==> src/rtl/lpm_pkg.sv <==
// Shared constants and types for the low-power mode wake controller.
// Assumes an 8-bit register bus and six event sources.
package lpm_pkg;
    localparam int NUM_SRC     = 6;
    localparam int DATA_W      = 8;
    localparam int BIT_SUSPEND = 6;
    localparam int BIT_SLEEP   = 7;
    localparam int FLAG_W      = NUM_SRC + 1;   // sources plus reset-pin flag

    typedef enum logic [1:0] {
        PM_RUN     = 2'd0,
        PM_SUSPEND = 2'd1,
        PM_SLEEP   = 2'd2
    } pm_state_t;
endpackage

==> src/rtl/lpm_sync_edge.sv <==
// Multi-stage synchronizer followed by rise/fall edge detection.
// Assumes inputs are asynchronous levels; IDLE sets the reset value of
// every stage so that no false edge is seen after reset.
module lpm_sync_edge #(
    parameter int           W      = 1,
    parameter int           STAGES = 2,
    parameter logic [W-1:0] IDLE   = '0
) (
    input  logic         clk,
    input  logic         rst_n,
    input  logic [W-1:0] async_i,
    output logic [W-1:0] rise_o,
    output logic [W-1:0] fall_o
);
    logic [STAGES-1:0][W-1:0] chain_q;
    logic [W-1:0]             prev_q;
    logic [W-1:0]             sync_w;

    assign sync_w = chain_q[STAGES-1];

    // Shift the async level through the synchronizer chain.
    always_ff @(posedge clk) begin
        if (!rst_n) chain_q <= {STAGES{IDLE}};
        else        chain_q <= {chain_q[STAGES-2:0], async_i};
    end

    // Keep the previous synchronized level for edge detection.
    always_ff @(posedge clk) begin
        if (!rst_n) prev_q <= IDLE;
        else        prev_q <= sync_w;
    end

    assign rise_o = sync_w & ~prev_q;
    assign fall_o = ~sync_w & prev_q;
endmodule

==> src/rtl/lpm_wake_flags.sv <==
// Sticky wake flags with write-1-to-clear and post-suspend read blanking.
// Bit NSRC is the reset-pin flag. Assumes set wins over clear on the same edge.
module lpm_wake_flags #(
    parameter int NSRC         = 6,
    parameter int BLANK_CYCLES = 2,
    localparam int FW          = NSRC + 1,
    localparam int BW          = $clog2(BLANK_CYCLES + 1)
) (
    input  logic          clk,
    input  logic          rst_n,
    input  logic [NSRC-1:0] src_rise_i,
    input  logic          pin_fall_i,
    input  logic          clr_we_i,
    input  logic [FW-1:0] clr_mask_i,
    input  logic          blank_start_i,
    output logic [FW-1:0] flags_o,
    output logic [FW-1:0] flags_rd_o
);
    logic [FW-1:0] set_w;
    logic [FW-1:0] flag_q;
    logic [BW-1:0] blank_q;

    assign set_w = {pin_fall_i, src_rise_i};

    generate
        for (genvar i = 0; i < FW; i++) begin : g_flag
            // Capture an event into its sticky flag, clear on write-1.
            always_ff @(posedge clk) begin
                if (!rst_n) flag_q[i] <= 1'b0;
                else        flag_q[i] <= set_w[i] | (flag_q[i] & ~(clr_we_i & clr_mask_i[i]));
            end

            // a flag stays set unless a clear write was made.
            a_r5_sticky: assert property (@(posedge clk) disable iff (!rst_n)
                (flag_q[i] && !clr_we_i) |=> flag_q[i]);
        end
    endgenerate

    // Count down the read-blanking window after a suspend exit.
    always_ff @(posedge clk) begin
        if (!rst_n)             blank_q <= '0;
        else if (blank_start_i) blank_q <= BW'(BLANK_CYCLES);
        else if (blank_q != '0) blank_q <= blank_q - 1'b1;
    end

    assign flags_o    = flag_q;
    assign flags_rd_o = (blank_q != '0) ? '0 : flag_q;
endmodule

==> src/rtl/lpm_mode_fsm.sv <==
// Run/suspend/sleep state machine: rail enables, wake-request pulse and
// output-pin hold. Assumes pending_i already includes same-edge events.
module lpm_mode_fsm
    import lpm_pkg::*;
#(
    parameter int NSRC       = 6,
    parameter int NUM_OSC    = 3,
    parameter int GPIO_W     = 8,
    parameter int REQ_CYCLES = 8,
    localparam int RW        = $clog2(REQ_CYCLES + 1)
) (
    input  logic              clk,
    input  logic              rst_n,
    input  logic              cfg_we_i,
    input  logic              req_sleep_i,
    input  logic              req_suspend_i,
    input  logic [NSRC-1:0]   wake_en_i,
    input  logic [NSRC-1:0]   src_rise_i,
    input  logic              pin_fall_i,
    input  logic              pending_i,
    input  logic [GPIO_W-1:0] gpio_in_i,
    output pm_state_t         state_o,
    output logic              susp_exit_o,
    output logic              clk_en_o,
    output logic [NUM_OSC-1:0] osc_en_o,
    output logic              vreg_en_o,
    output logic              wake_req_n_o,
    output logic [GPIO_W-1:0] gpio_out_o
);
    pm_state_t         state_q, state_d;
    logic              wake_hit;
    logic [RW-1:0]     req_q;
    logic [GPIO_W-1:0] hold_q;

    assign wake_hit = |(src_rise_i & wake_en_i);

    // Choose the next mode from requests and wake events.
    always_comb begin
        state_d = state_q;
        unique case (state_q)
            PM_RUN: begin
                if (cfg_we_i && !pending_i) begin
                    if (req_sleep_i)        state_d = PM_SLEEP;
                    else if (req_suspend_i) state_d = PM_SUSPEND;
                end
            end
            PM_SUSPEND: if (wake_hit || pin_fall_i) state_d = PM_RUN;
            PM_SLEEP:   if (wake_hit)               state_d = PM_RUN;
            default:    state_d = PM_RUN;
        endcase
    end

    // Register the mode.
    always_ff @(posedge clk) begin
        if (!rst_n) state_q <= PM_RUN;
        else        state_q <= state_d;
    end

    // Time the wake-request pulse after a sleep exit.
    always_ff @(posedge clk) begin
        if (!rst_n)                                      req_q <= '0;
        else if (state_q == PM_SLEEP && state_d == PM_RUN) req_q <= RW'(REQ_CYCLES);
        else if (req_q != '0)                            req_q <= req_q - 1'b1;
    end

    // Latch the output-pin values on the sleep entry edge.
    always_ff @(posedge clk) begin
        if (!rst_n)                                      hold_q <= '0;
        else if (state_q == PM_RUN && state_d == PM_SLEEP) hold_q <= gpio_in_i;
    end

    assign state_o      = state_q;
    assign susp_exit_o  = (state_q == PM_SUSPEND) && (state_d == PM_RUN);
    assign clk_en_o     = (state_q == PM_RUN);
    assign osc_en_o     = {NUM_OSC{state_q == PM_RUN}};
    assign vreg_en_o    = (state_q != PM_SLEEP);
    assign wake_req_n_o = (req_q == '0);
    assign gpio_out_o   = (state_q == PM_SLEEP) ? hold_q : gpio_in_i;

    // a pending enabled wake keeps the block in run mode.
    a_r11_refuse: assert property (@(posedge clk) disable iff (!rst_n)
        (state_q == PM_RUN && pending_i) |=> (state_q == PM_RUN));
    // without a qualifying event a low-power mode is kept.
    a_r6_masked: assert property (@(posedge clk) disable iff (!rst_n)
        (state_q != PM_RUN && !wake_hit && !pin_fall_i) |=> (state_q != PM_RUN));
    // the reset pin alone never ends sleep.
    a_r7_pin_no_sleep_exit: assert property (@(posedge clk) disable iff (!rst_n)
        (state_q == PM_SLEEP && !wake_hit) |=> (state_q == PM_SLEEP));
    // a sleep exit asserts the wake request at once.
    a_r9_req_on_exit: assert property (@(posedge clk) disable iff (!rst_n)
        (state_q == PM_SLEEP && state_d == PM_RUN) |=> !wake_req_n_o);
    // the output pins do not move during sleep.
    a_r10_hold: assert property (@(posedge clk) disable iff (!rst_n)
        (state_q == PM_SLEEP && state_d == PM_SLEEP) |=> $stable(gpio_out_o));
endmodule

==> src/rtl/lpm_wake_ctrl.sv <==
// Top of the low-power mode wake controller: register bus decode,
// enable register, and wiring of synchronizers, flags and mode FSM.
// Assumes clk never stops; clk_en_o gates the system clock elsewhere.
module lpm_wake_ctrl
    import lpm_pkg::*;
#(
    parameter int NUM_OSC      = 3,
    parameter int GPIO_W       = 8,
    parameter int SYNC_STAGES  = 2,
    parameter int BLANK_CYCLES = 2,
    parameter int REQ_CYCLES   = 8
) (
    input  logic               clk,
    input  logic               rst_n,
    input  logic               reg_we,
    input  logic               reg_addr,
    input  logic [DATA_W-1:0]  reg_wdata,
    output logic [DATA_W-1:0]  reg_rdata,
    input  logic [NUM_SRC-1:0] wake_src_i,
    input  logic               rst_pin_n_i,
    input  logic [GPIO_W-1:0]  gpio_in_i,
    output logic               clk_en_o,
    output logic [NUM_OSC-1:0] osc_en_o,
    output logic               vreg_en_o,
    output logic               wake_req_n_o,
    output logic [GPIO_W-1:0]  gpio_out_o
);
    logic [NUM_SRC-1:0] en_q;
    logic [NUM_SRC-1:0] src_rise;
    logic [NUM_SRC-1:0] src_fall_unused;
    logic               pin_rise_unused;
    logic               pin_fall;
    logic [FLAG_W-1:0]  flags_raw;
    logic [FLAG_W-1:0]  flags_rd;
    logic               cfg_we, clr_we, pending, susp_exit;
    pm_state_t          state;

    assign cfg_we  = reg_we && (reg_addr == 1'b0);
    assign clr_we  = reg_we && (reg_addr == 1'b1);
    assign pending = |((flags_raw[NUM_SRC-1:0] | src_rise) & en_q);

    // Hold the per-source wake enables.
    always_ff @(posedge clk) begin
        if (!rst_n)      en_q <= '0;
        else if (cfg_we) en_q <= reg_wdata[NUM_SRC-1:0];
    end

    lpm_sync_edge #(.W(NUM_SRC), .STAGES(SYNC_STAGES), .IDLE('0)) i_src_sync (
        .clk(clk), .rst_n(rst_n), .async_i(wake_src_i),
        .rise_o(src_rise), .fall_o(src_fall_unused)
    );

    lpm_sync_edge #(.W(1), .STAGES(SYNC_STAGES), .IDLE(1'b1)) i_pin_sync (
        .clk(clk), .rst_n(rst_n), .async_i(rst_pin_n_i),
        .rise_o(pin_rise_unused), .fall_o(pin_fall)
    );

    lpm_wake_flags #(.NSRC(NUM_SRC), .BLANK_CYCLES(BLANK_CYCLES)) i_flags (
        .clk(clk), .rst_n(rst_n), .src_rise_i(src_rise), .pin_fall_i(pin_fall),
        .clr_we_i(clr_we), .clr_mask_i(reg_wdata[FLAG_W-1:0]),
        .blank_start_i(susp_exit), .flags_o(flags_raw), .flags_rd_o(flags_rd)
    );

    lpm_mode_fsm #(.NSRC(NUM_SRC), .NUM_OSC(NUM_OSC), .GPIO_W(GPIO_W),
                   .REQ_CYCLES(REQ_CYCLES)) i_fsm (
        .clk(clk), .rst_n(rst_n), .cfg_we_i(cfg_we),
        .req_sleep_i(reg_wdata[BIT_SLEEP]), .req_suspend_i(reg_wdata[BIT_SUSPEND]),
        .wake_en_i(en_q), .src_rise_i(src_rise), .pin_fall_i(pin_fall),
        .pending_i(pending), .gpio_in_i(gpio_in_i), .state_o(state),
        .susp_exit_o(susp_exit), .clk_en_o(clk_en_o), .osc_en_o(osc_en_o),
        .vreg_en_o(vreg_en_o), .wake_req_n_o(wake_req_n_o), .gpio_out_o(gpio_out_o)
    );

    // Drive read data for the selected register.
    always_comb begin
        if (reg_addr == 1'b0)
            reg_rdata = {state == PM_SLEEP, state == PM_SUSPEND, en_q};
        else
            reg_rdata = {{(DATA_W-FLAG_W){1'b0}}, flags_rd};
    end

    // flags read as zero on the clock after a suspend exit.
    a_r8_blank: assert property (@(posedge clk) disable iff (!rst_n)
        susp_exit |=> (flags_rd == '0));
    // entering suspend keeps the regulator on.
    a_r3_suspend_vreg: assert property (@(posedge clk) disable iff (!rst_n)
        (state == PM_RUN && !pending && cfg_we && reg_wdata[BIT_SUSPEND] && !reg_wdata[BIT_SLEEP])
        |=> (vreg_en_o && !clk_en_o));
endmodule

==> config.mk <==
export PLATFORM = sky130hd
export DESIGN_NAME = lpm_wake_ctrl
export DESIGN_NICKNAME = d
export VERILOG_FILES = /design/src/rtl/lpm_pkg.sv /design/src/rtl/lpm_sync_edge.sv /design/src/rtl/lpm_wake_flags.sv /design/src/rtl/lpm_mode_fsm.sv /design/src/rtl/lpm_wake_ctrl.sv
export SDC_FILE = /design/constraint.sdc
export NUM_CORES = 1
export LEC_CHECK = 0
export BUFFER_PORTS_ARGS = -buffer_cell sky130_fd_sc_hd__buf_2
export CAP_MARGIN = 20
export CORE_MARGIN = 8
export CORE_UTILIZATION = 45
export DETAILED_ROUTE_END_ITERATION = 10
export PLACE_DENSITY = 0.68
export SLEW_MARGIN = 10
export SYNTH_ARGS = -nofsm -noshare
export SYNTH_HDL_FRONTEND = slang
export SYNTH_HIERARCHICAL = 1
export SYNTH_SLANG_ARGS = --single-unit
==> constraint.sdc <==
create_clock -name clk -period 4.9 [get_ports clk]
set_input_delay 0.49 -clock clk [delete_from_list [all_inputs] [get_ports clk]]
set_output_delay 0.49 -clock clk [all_outputs]
set_load 0.005 [all_outputs]
# == Word-level counts from Yosys, hierarchy flattened ==
# Index checks and enable logic that the tools add are counted.
# word_totals
reg_bits,50
output_inout_bits,22
# classes
n_addsub,2
n_eq_ne,4
n_mux,13
bitwise_logic,37
reduce_logical,19
# op_table
cell,count
$and A6 B6 Y6,3
$mux W8,2
$and A1 B1 Y1,15
$mux W2,7
$reduce_or A6 Y1,2
$not A1 Y1,10
$mux W4,2
$mux W7,1
$or A1 B1 Y1,7
$logic_and A1 B1 Y1,6
$not A6 Y6,1
$or A6 B6 Y6,1
$pmux W2 S3,1
$reduce_bool A2 Y1,3
$eq A2 B2 Y1 const B,2
$logic_not A2 Y1,2
$logic_not A4 Y1,1
$reduce_bool A4 Y1,1
$reduce_or A2 Y1,2
$sub A4 B1 Y4 const B,1
$eq A2 B1 Y1 const B,1
$ne A2 B2 Y1 const B,1
$sub A2 B1 Y2 const B,1
$logic_not A1 Y1,1
$logic_or A1 B1 Y1,1

# == Longest topological paths before layout ==
# Gate-level depths: netlist of run 1.
# logic_depth
depth_word,12
ltp_mapped,8

# == By module ==
# Netlist of run 1, hierarchy kept.
# by_module_without_submodules
mod,instances,cells_each,area_per_inst_um2,seq_area_each_um2
lpm_mode_fsm,1,84,834.6,280.3
lpm_sync_edge at i_src_sync,1,49,576.8,360.3
lpm_wake_ctrl,1,40,386.6,120.1
lpm_wake_flags,1,41,359.1,180.2
lpm_sync_edge at i_pin_sync,1,8,91.3,60.1

# == Worst setup path before layout of run 1 ==
# OpenSTA, ideal clock, no wires.
# synth_timing
path_kind,register to register
startpoint,"register i_src_sync.chain_q, in the netlist i_src_sync/sync_w[3]"
endpoint,register i_fsm.hold_q[0]
setup_ps,115
t_arrival_ps,1602
path_slack_ps,3183
path_stages_with_launch,9
n_path_buf,1
synth_period_minus_slack_ps,1717
cell_sequence,dfxtp_1 > nor2b_1 > o21ai_0 > and4_1 > nand3_1 > nor4b_4 > buf_6 > a21boi_1 > o21a_1
# synth_via
elab_chain_cells,10
word_cells_on_any_way,15
cone_classes,eq/ne: 1; mux: 4; bitwise: 4; reduce/logical: 6
# synth_rtl
element,line,source
from (decl),lpm_sync_edge.sv:15,logic [STAGES-1:0][W-1:0] chain_q;
from (signal assigned),lpm_sync_edge.sv:23,if (!rst_n) chain_q <= {STAGES{IDLE}};
from (signal assigned),lpm_sync_edge.sv:24,"else chain_q <= {chain_q[STAGES-2:0], async_i};"
$and A6 B6 Y6,lpm_sync_edge.sv:33,assign rise_o = sync_w & ~prev_q;
named net src_rise[3],lpm_wake_ctrl.sv:29,logic [NUM_SRC-1:0] src_rise;
$or A6 B6 Y6,lpm_wake_ctrl.sv:40,assign pending = |((flags_raw[NUM_SRC-1:0] | src_rise) & en_q);
$and A6 B6 Y6,lpm_wake_ctrl.sv:40,
$reduce_or A6 Y1,lpm_wake_ctrl.sv:40,
named net pending,lpm_wake_ctrl.sv:35,"logic cfg_we, clr_we, pending, susp_exit;"
$logic_not A1 Y1,lpm_mode_fsm.sv:42,if (cfg_we_i && !pending_i) begin
$logic_and A1 B1 Y1,lpm_mode_fsm.sv:42,
$mux W2,lpm_mode_fsm.sv:42,
$pmux W2 S3,lpm_mode_fsm.sv:40,unique case (state_q)
$eq A2 B2 Y1,lpm_mode_fsm.sv:69,else if (state_q == PM_RUN && state_d == PM_SLEEP) hold_q <= gpio_in_i;
$logic_and A1 B1 Y1,lpm_mode_fsm.sv:69,
to (signal assigned),lpm_mode_fsm.sv:69,
to (decl),lpm_mode_fsm.sv:33,logic [GPIO_W-1:0] hold_q;
# The timed path passes the listed nets, and every way through them passes these cells.
# A chain may end at the register's enable or synchronous reset.

# == Worst setup path in the final report of run 1 ==
# layout_timing
startpoint,"register i_fsm.state_q[0], in the netlist i_fsm/state_o[0]"
endpoint,output gpio_out_o[3]
# layout_via
elab_chain_cells,2
# layout_rtl
element,line,source
from (decl),lpm_mode_fsm.sv:30,"pm_state_t state_q, state_d;"
from (signal assigned),lpm_mode_fsm.sv:56,else state_q <= state_d;
$eq A2 B2 Y1,lpm_mode_fsm.sv:78,assign gpio_out_o = (state_q == PM_SLEEP) ? hold_q : gpio_in_i;
$mux W8,lpm_mode_fsm.sv:78,
to (decl),lpm_wake_ctrl.sv:26,output logic [GPIO_W-1:0] gpio_out_o
# No other way between the ends.

==> metrics.cfg, run 1 <==
[outcome]
status=completed

[global_routing]
grt-ovfl-total=0
grt_usage_pct=11.9
grt_max_degree=47
grt_pass1_wl_mm=7.08
grt_pass1_vias=1498
antenna_found_initial=0

[place]
post-dp-hpwl_mm=3.06
place_congestion=0.845
dp.cells=320
port_buffers=48

[finish]
final_nets=288
final_cells=327
syn2layout_area_growth_pct=14.6
post_route_cells_drive_above_1_share_pct=32.3
num_antenna_cells=0

[floorplanning]
core_area_um2=4720
io_pins=49
start_util_pct=46.7
floorplan.rows=25
die_h_um=86.0
die_x_um=86.0
die_area_um2=7400

[clock_network]
htree_num_levels=2
cts_tree=yes
cts_resized=0
root_buffer=clkbuf_8
clkSlewWorstSetupHoldPaths_ns=0.08
insertion_delay_ns=0.30
cts_buffer_depth=2
postCtsSetupBuffers=0
cts_made_buffers=5
cts_sinks=50
hold_buffers=0

[critical_path]
crit_path_start=i_fsm/state_o[0]$_SDFF_PN0_
worstReg2RegStart=i_src_sync/sync_w[5]$_SDFF_PN0_
critical_path_arrival_ns=1.76
reg2reg_slack_ns=2.75
criticalPathCategory=flop to primary output
cp-endpoint=gpio_out_o[3]
reg2reg_to=i_fsm/hold_q[5]$_SDFFE_PN0P_
reg2reg_depth=7
critical_path_required_ns=4.41
worst_setup_path_start_kind=flop
critPathCaptureType=primary output
cp_max_fo=11

[drt]
vias_per_cell=4.78
drtPass1Iterations=4
ant_nets=0
wirelength_mm=4.26
vias=1564
drc=0
wire_per_inst_um=13.0
first_iter_violations=78

[timing]
slew_violations=0
fin_crit_ns=2.25
setup-tns-final_ns=0
fmax_ghz=0.445
setup_viol_count_final=0
rsz0062_at_grt=false
period_share_pct=45.9
worstMarginPinSlew_ns=0.787
hold_violations=0
skew_ns=0.00477
slew_headroom_pct=47.3

[yosys]
yosys_warnings=6
netlist_area_um2=2200
synth.avg_cell_area_um2=10.3
netlist_instances=215
syn-num-nets=243

[power]
p_total_uw=840
powerDensity_nw_per_um2=332
power.leakage_nw=1.08
peakVddDrop_mv=0.145

[flow_run]
drv_cap=0

[worst_hold_path]
hp-class=input port to flop

-- worst max-delay path: stages (launching register included) --
cell	delay [ns]
dfxtp_1	0.49
nand2b_1	0.46
mux2_2	0.39
buf_2	0.12
-- metal layers --
layer | up-vias | global-route usage, % | share of wire [%]
met4 | 0 | 5.25 | 1.8
li1 | 827 | - | -
met3 | 7 | 3.82 | 4.8
met5 | - | 0 | 0
met1 | 703 | 14.1 | 46
met2 | 27 | 19.2 | 47
-- cells in the final DEF, fill, tap and decap left out, types with 6 or more instances in the layout --
cell type,count
and2_2,15
mux2_1,7
o21ai_1,7
nand2b_1,6
mux2i_1,6
and2_1,11
a21boi_1,8
o21a_1,9
nor2b_1,15
buf_2,48
o21ai_0,7
inv_1,10
mux2_2,8
a31oi_1,8
and3_1,8
dfxtp_1,50
-- through the flow --
step	hold slack, ns	setup WS, ns	utilization (%)	area, um^2
finish	0.366	2.65	53.5	2530
global placement	0.393	2.66	51.8	2450
floorplan	0.386	3.20	-	2200
CTS	0.355	2.60	53.5	2530
detailed placement	0.392	2.64	51.8	2450
global route	0.363	2.51	53.5	2530
-- worst min-delay path by stage --
stage / startpoint / endpoint / slack [ns] / cells after the start
4_1_cts: rst_pin_n_i / i_pin_sync/chain_q[0]$_SDFF_PN1_ / 0.35 / 2
3_3_place_gp: i_pin_sync/chain_q[0]$_SDFF_PN1_ / i_pin_sync/sync_w$_SDFF_PN1_ / 0.39 / 1
6_report: rst_pin_n_i / i_pin_sync/chain_q[0]$_SDFF_PN1_ / 0.37 / 2
5_1_grt: rst_pin_n_i / i_pin_sync/chain_q[0]$_SDFF_PN1_ / 0.36 / 2
2_1_floorplan: i_pin_sync/chain_q[0]$_SDFF_PN1_ / i_pin_sync/sync_w$_SDFF_PN1_ / 0.39 / 1
3_5_place_dp: i_pin_sync/chain_q[0]$_SDFF_PN1_ / i_pin_sync/sync_w$_SDFF_PN1_ / 0.39 / 1
-- layout make-up --
type	instances	area, um^2
clock inverters	2	10.0
well taps	67	83.8
clock buffers	5	68.8
multi-input cells	145	1090
fillers	445	2200
flip-flops and latches	50	1000
repair buffers	48	240
inverters	10	37.5
-- power by group --
| group | total [mW] | internal [mW] | switching [mW] |
|---|---|---|---|
| logic | 0.163 | 0.0911 | 0.0720 |
| clock network | 0.222 | 0.0960 | 0.126 |
| registers | 0.455 | 0.435 | 0.0201 |
-- sequential cells by signal, summed over array words and instances (netlist names) --
| name | cells |
|---|---|
| i_src_sync/chain_q | 6 |
| i_flags/flags_o | 7 |
| en_q | 6 |
| i_fsm/req_q | 4 |
| i_pin_sync/chain_q | 1 |
| i_pin_sync/prev_q | 1 |
| i_fsm/state_o | 2 |
| i_src_sync/sync_w | 6 |
| i_pin_sync/sync_w | 1 |
| i_fsm/hold_q | 8 |
| i_src_sync/prev_q | 6 |
| i_flags/blank_q | 2 |
No activity file was read; power rests on OpenSTA's default activity.
==> run 2: changes to the inputs <==
Settings changed: PLACE_DENSITY 0.68 to 0.71.
Clock period 4.9 ns to 1.8 ns, I/O delays scaled along.
==> run 2 against run 1 <==
Total power rose to 3.0 times the previous value. Clock power increased to 3.6 times the previous value. Critical path depth grew 6. Combinational power rose to 3.1 times the previous value. Global-route usage increased by 0.45 points. Via count rose by 6.4%.
==> metrics.cfg, run 2 (same netlist as run 1, synthesis figures left out) <==
[drt]
vias_per_cell=4.88
wire_per_inst_um=13.4
drc=0
wirelength_mm=4.57
drtPass1Iterations=6
first_iter_violations=59
vias=1664
ant_nets=0

[timing]
holdWs_ns=0.0556
setup_viol_count_final=0
slew_headroom_pct=72.0
rsz0062_at_grt=true
worstMarginPinSlew_ns=0.419
slew_violations=0
fin_crit_ns=1.79
setup-tns-final_ns=0
fmax_ghz=0.557
hold_violations=0
period_share_pct=99.7
skew_ns=0.00931

[global_routing]
antenna_found_initial=0
grt_pass1_vias=1631
grt_usage_pct=12.4
grt_pass1_wl_mm=7.42
grt-ovfl-total=0
grt_max_degree=28

[floorplanning]
io_pins=49
start_util_pct=46.7
die_area_um2=7400
die_h_um=86.0
die_x_um=86.0
core_area_um2=4720
floorplan.rows=25

[place]
dp.cells=329
port_buffers=48
place_congestion=0.737
post-dp-hpwl_mm=3.18

[critical_path]
cp_max_fo=5
criticalPathCategory=flop to flop
critical_path_required_ns=2.00
critPathCaptureType=flop
reg2reg_slack_ns=0.006
critical_path_arrival_ns=2.00
worst_setup_path_start_kind=flop

[power]
powerDensity_nw_per_um2=923
peakVddDrop_mv=0.424
p_total_mw=2.55
power.leakage_nw=1.20

[clock_network]
insertion_delay_ns=0.31
cts_sinks=50
cts_buffer_depth=2
hold_buffers=0
htree_num_levels=2
root_buffer=clkbuf_8
cts_made_buffers=5
cts_tree=yes
clkSlewWorstSetupHoldPaths_ns=0.10

[finish]
regMostFlops=i_fsm/hold_q
final_common_cell=buf_2
num_antenna_cells=0
final_cells=341
layout.cells.most_common_list=buf_2, dfxtp_1, and2_2
largest_register_ff_count=8
syn2layout_area_growth_pct=25.4
final_nets=301
post_route_cells_drive_above_1_share_pct=40.1

[worst_hold_path]
hp-class=input port to flop

[outcome]
status=completed

[flow_run]
drv_cap=0

[run 2: final timing paths]
| check | start | end | cells after the start |
|---|---|---|---|
| worst min register to register | i_pin_sync/chain_q[0]$_SDFF_PN1_ | i_pin_sync/sync_w$_SDFF_PN1_ | 1 |
| worst min-delay path | rst_pin_n_i | i_pin_sync/chain_q[0]$_SDFF_PN1_ | 2 |
| worst max register to register | i_src_sync/sync_w[2]$_SDFF_PN0_ | i_fsm/hold_q[3]$_SDFFE_PN0P_ | 9 |
| worst max-delay path | i_src_sync/sync_w[2]$_SDFF_PN0_ | i_fsm/hold_q[3]$_SDFFE_PN0P_ | 9 |
[run 2: timing repair]
item / in CTS / in global routing
buffers inserted: 0 / 1
pin swaps: 0 / 8
gates cloned: 0 / 3
setup endpoints to repair: 8 / 13
gates resized for setup: 1 / 20
[run 2: layout make-up]
type                       count  area (um^2)
timing repair buffer          61          393
sequential                    50         1010
multi-input combinational    145         1130
clock buffer                   5         68.8
fill                         408         1960
tap                           67         83.8
inverter                      10         37.5
clock inverter                 3         47.5
[run 2: critical path, stage by stage, from the launching register on]
cell and delay (ns):
dfxtp_1 0.32, nor2b_1 0.13, o21ai_1 0.11, and4_1 0.21
nand3_2 0.10, nor4b_4 0.27, buf_6 0.17, clkbuf_16 0.14
a21boi_2 0.05, o21a_1 0.18
[run 2: routing by layer]
| metal | track usage (%) | wire [um] | vias to the layer above |
|---|---|---|---|
| li1 | - | - | 855 |
| met1 | 15.2 | 2170 | 760 |
| met2 | 19.9 | 2110 | 41 |
| met3 | 2.67 | 181 | 8 |
| met4 | 6.37 | 106 | 0 |
| met5 | 0 | 0 | - |
[run 2: through the flow]
step | setup slack [ns] | utilization, % | cell area [um^2]
global route | -0.0666 | 58.5 | 2760
CTS | 0.0144 | 56.1 | 2650
detailed placement | 0.0456 | 53.5 | 2530
global placement | 0.0428 | 53.5 | 2530
finish | 0.00564 | 58.5 | 2760
floorplan | 0.0974 | - | 2200
[run 2: power by group]
group / internal, mW / leakage (nW) / total [mW] / switching [mW]
clock network: 0.424 / 0.0591 / 0.808 / 0.384
logic: 0.289 / 0.726 / 0.502 / 0.213
registers: 1.18 / 0.411 / 1.24 / 0.0556
==> run 3: changes to the inputs <==
Settings changed: BUFFER_PORTS_ARGS -buffer_cell sky130_fd_sc_hd__buf_2 to default, CTS_BUF_LIST from default to sky130_fd_sc_hd__clkbuf_8, DONT_BUFFER_PORTS from default to 1, PLACE_DENSITY 0.71 to default.
==> run 3 against run 2 <==
Sequential share of layout area up 3.9 points. Clock power shrank 17%. First-iteration DRC count up 59%. Worst hold slack lost 0.050 ns. Non-clock buffer count fell by 43. Sequential cell count is the same. Count of clock-buffer cells in the layout up 1. Highest routed layer unchanged.
==> metrics.cfg, run 3 (same netlist as run 1, synthesis figures left out) <==
[clock_network]
insertion_delay_ns=0.29
cts_buffer_depth=2
root_buffer=clkbuf_8
cts_sinks=50
cts_made_buffers=5
htree_num_levels=2
clkSlewWorstSetupHoldPaths_ns=0.09
postCtsSetupBuffers=0
cts_tree=yes

[flow_run]
drv_cap=0

[floorplanning]
die_h_um=86.0
io_pins=49
start_util_pct=46.7
die_area_um2=7400
core_area_um2=4720
die_x_um=86.0
floorplan.rows=25

[critical_path]
critPathCaptureType=flop
reg2reg_slack_ns=0.04
critical_path_arrival_ns=2.01
worstReg2RegStart=i_src_sync/sync_w[1]$_SDFF_PN0_
worst_setup_path_start_kind=flop
reg2reg_depth=8
criticalPathCategory=flop to flop
reg2reg_to=i_fsm/hold_q[5]$_SDFFE_PN0P_
cp-endpoint=i_fsm/hold_q[5]$_SDFFE_PN0P_
critical_path_required_ns=2.04
cp_max_fo=18
crit_path_start=i_src_sync/sync_w[1]$_SDFF_PN0_

[power]
pwr-share-clk_pct=28.7
p_switching_uw=600
p_int_mw=1.72
combPwrFrac_pct=17.8
powerDensity_nw_per_um2=933
peakVddDrop_mv=0.479
p_sw_share_pct=25.8
power_frac_seq_pct=53.4
power.leakage_nw=0.983
p_total_mw=2.32

[outcome]
status=completed

[global_routing]
grt_pass1_vias=1615
antenna_found_initial=0
grt_usage_pct=13.3
grt_pass1_wl_mm=7.74
grt_max_degree=37
grt-ovfl-total=0

[finish]
num_antenna_cells=0
post_route_cells_drive_above_1_share_pct=19.9
regMostFlops=i_fsm/hold_q
final_common_cell=dfxtp_1
final_util_pct=52.6
final_nets=258
largest_register_ff_count=8
final_cells=298
syn2layout_area_growth_pct=12.8
layout.cells.most_common_list=dfxtp_1, and2_2, nor2b_1
stdcell_area_um2=2490

[place]
port_buffers=0
postPlaceCellArea_um2=2270
post-dp-hpwl_mm=3.39
dp.cells=279
place_congestion=0.813

[timing]
slew_violations=0
setup_viol_count_final=0
period_share_pct=97.9
fin_crit_ns=1.76
setup-tns-final_ns=0
fmax_ghz=0.568
hold_violations=0
worstMarginPinSlew_ns=0.406
rsz0062_at_grt=true
slew_headroom_pct=72.8
skew_ns=0.00733

[drt]
drc=0
ant_nets=0
vias_per_cell=5.25
wirelength_mm=4.80
drtPass1Iterations=4
vias=1564
first_iter_violations=94
wire_per_inst_um=16.1

[worst_hold_path]
hp-class=input port to flop

==> run 3: changes by cell type in the layout (fill, tap and decap cells not counted), sizes merged <==
| cell | previous run | this run |
|---|---|---|
| clkinvlp | 0 | 1 |
| buf | 59 | 7 |
| clkbuf | 7 | 6 |
| clkinv | 0 | 1 |
| dlygate4sd3 | 0 | 11 |
| bufinv | 1 | 0 |
| inv | 12 | 10 |
==> run 3: metrics by stage <==
step | hold slack [ns] | setup WS, ns
3_3_place_gp | 0.261 | 0.0391
4_1_cts | 0.00127 | 0.00936
5_1_grt | -0.0152 | -0.0714
2_1_floorplan | 0.253 | 0.0974
6_report | 0.00538 | 0.0385
3_5_place_dp | 0.261 | -0.0246
==> run 3: how the worst min path moves through the flow <==
stage | start | end | slack (ns) | cells past startpoint
floorplan | rst_n | i_pin_sync/prev_q$_SDFF_PN1_ | 0.25 | 1
global placement | rst_n | i_pin_sync/prev_q$_SDFF_PN1_ | 0.26 | 1
detailed placement | rst_n | i_pin_sync/chain_q[0]$_SDFF_PN1_ | 0.26 | 1
CTS | rst_n | i_fsm/hold_q[5]$_SDFFE_PN0P_ | 0.001 | 1
global route | rst_n | i_fsm/hold_q[7]$_SDFFE_PN0P_ | -0.02 | 1
finish | rst_n | i_fsm/hold_q[5]$_SDFFE_PN0P_ | 0.005 | 1
==> run 3: critical path: stages, from the launching register on <==
cell and delay (ns):
dfxtp_1 0.31, nor2b_1 0.14, o21ai_1 0.18, and4_1 0.22
nand3_2 0.10, nor4b_4 0.28, buf_12 0.18, and3_1 0.18
o21a_1 0.12
==> run 3: per-layer routing <==
metal,vias to the layer above,wire length [um],GRT usage (%)
li1,773,-,-
met1,746,2030,13.7
met2,35,2390,23.7
met3,10,267,4.58
met4,0,110,6.05
met5,-,0,0
==> run 3: area by class of cell <==
cell class / count / area, um^2
Inverter: 10 / 37.5
Tap cell: 67 / 83.8
Fill cell: 435 / 2240
Clock buffer: 6 / 82.6
Timing Repair Buffer: 18 / 175
Multi-Input combinational cell: 145 / 1090
Clock inverter: 2 / 12.5
Sequential cell: 50 / 1000
==> run 3: timing repair <==
action,4_1_cts,5_1_grt
setup endpoints to repair,16,11
hold buffers,10,1
hold endpoints to repair,17,4
resized for setup,4,2
==> run 3: power by group through the flow <==
stage | Clock, mW | Combinational (mW) | Sequential [mW]
6_report | 0.667 | 0.414 | 1.24
3_5_place_dp | 0 | 0.390 | 1.27
5_1_grt | 0.749 | 0.455 | 1.25
3_3_place_gp | 0 | 0.362 | 1.26
4_1_cts | 0.687 | 0.413 | 1.24
2_1_floorplan | 0 | 0.341 | 1.25
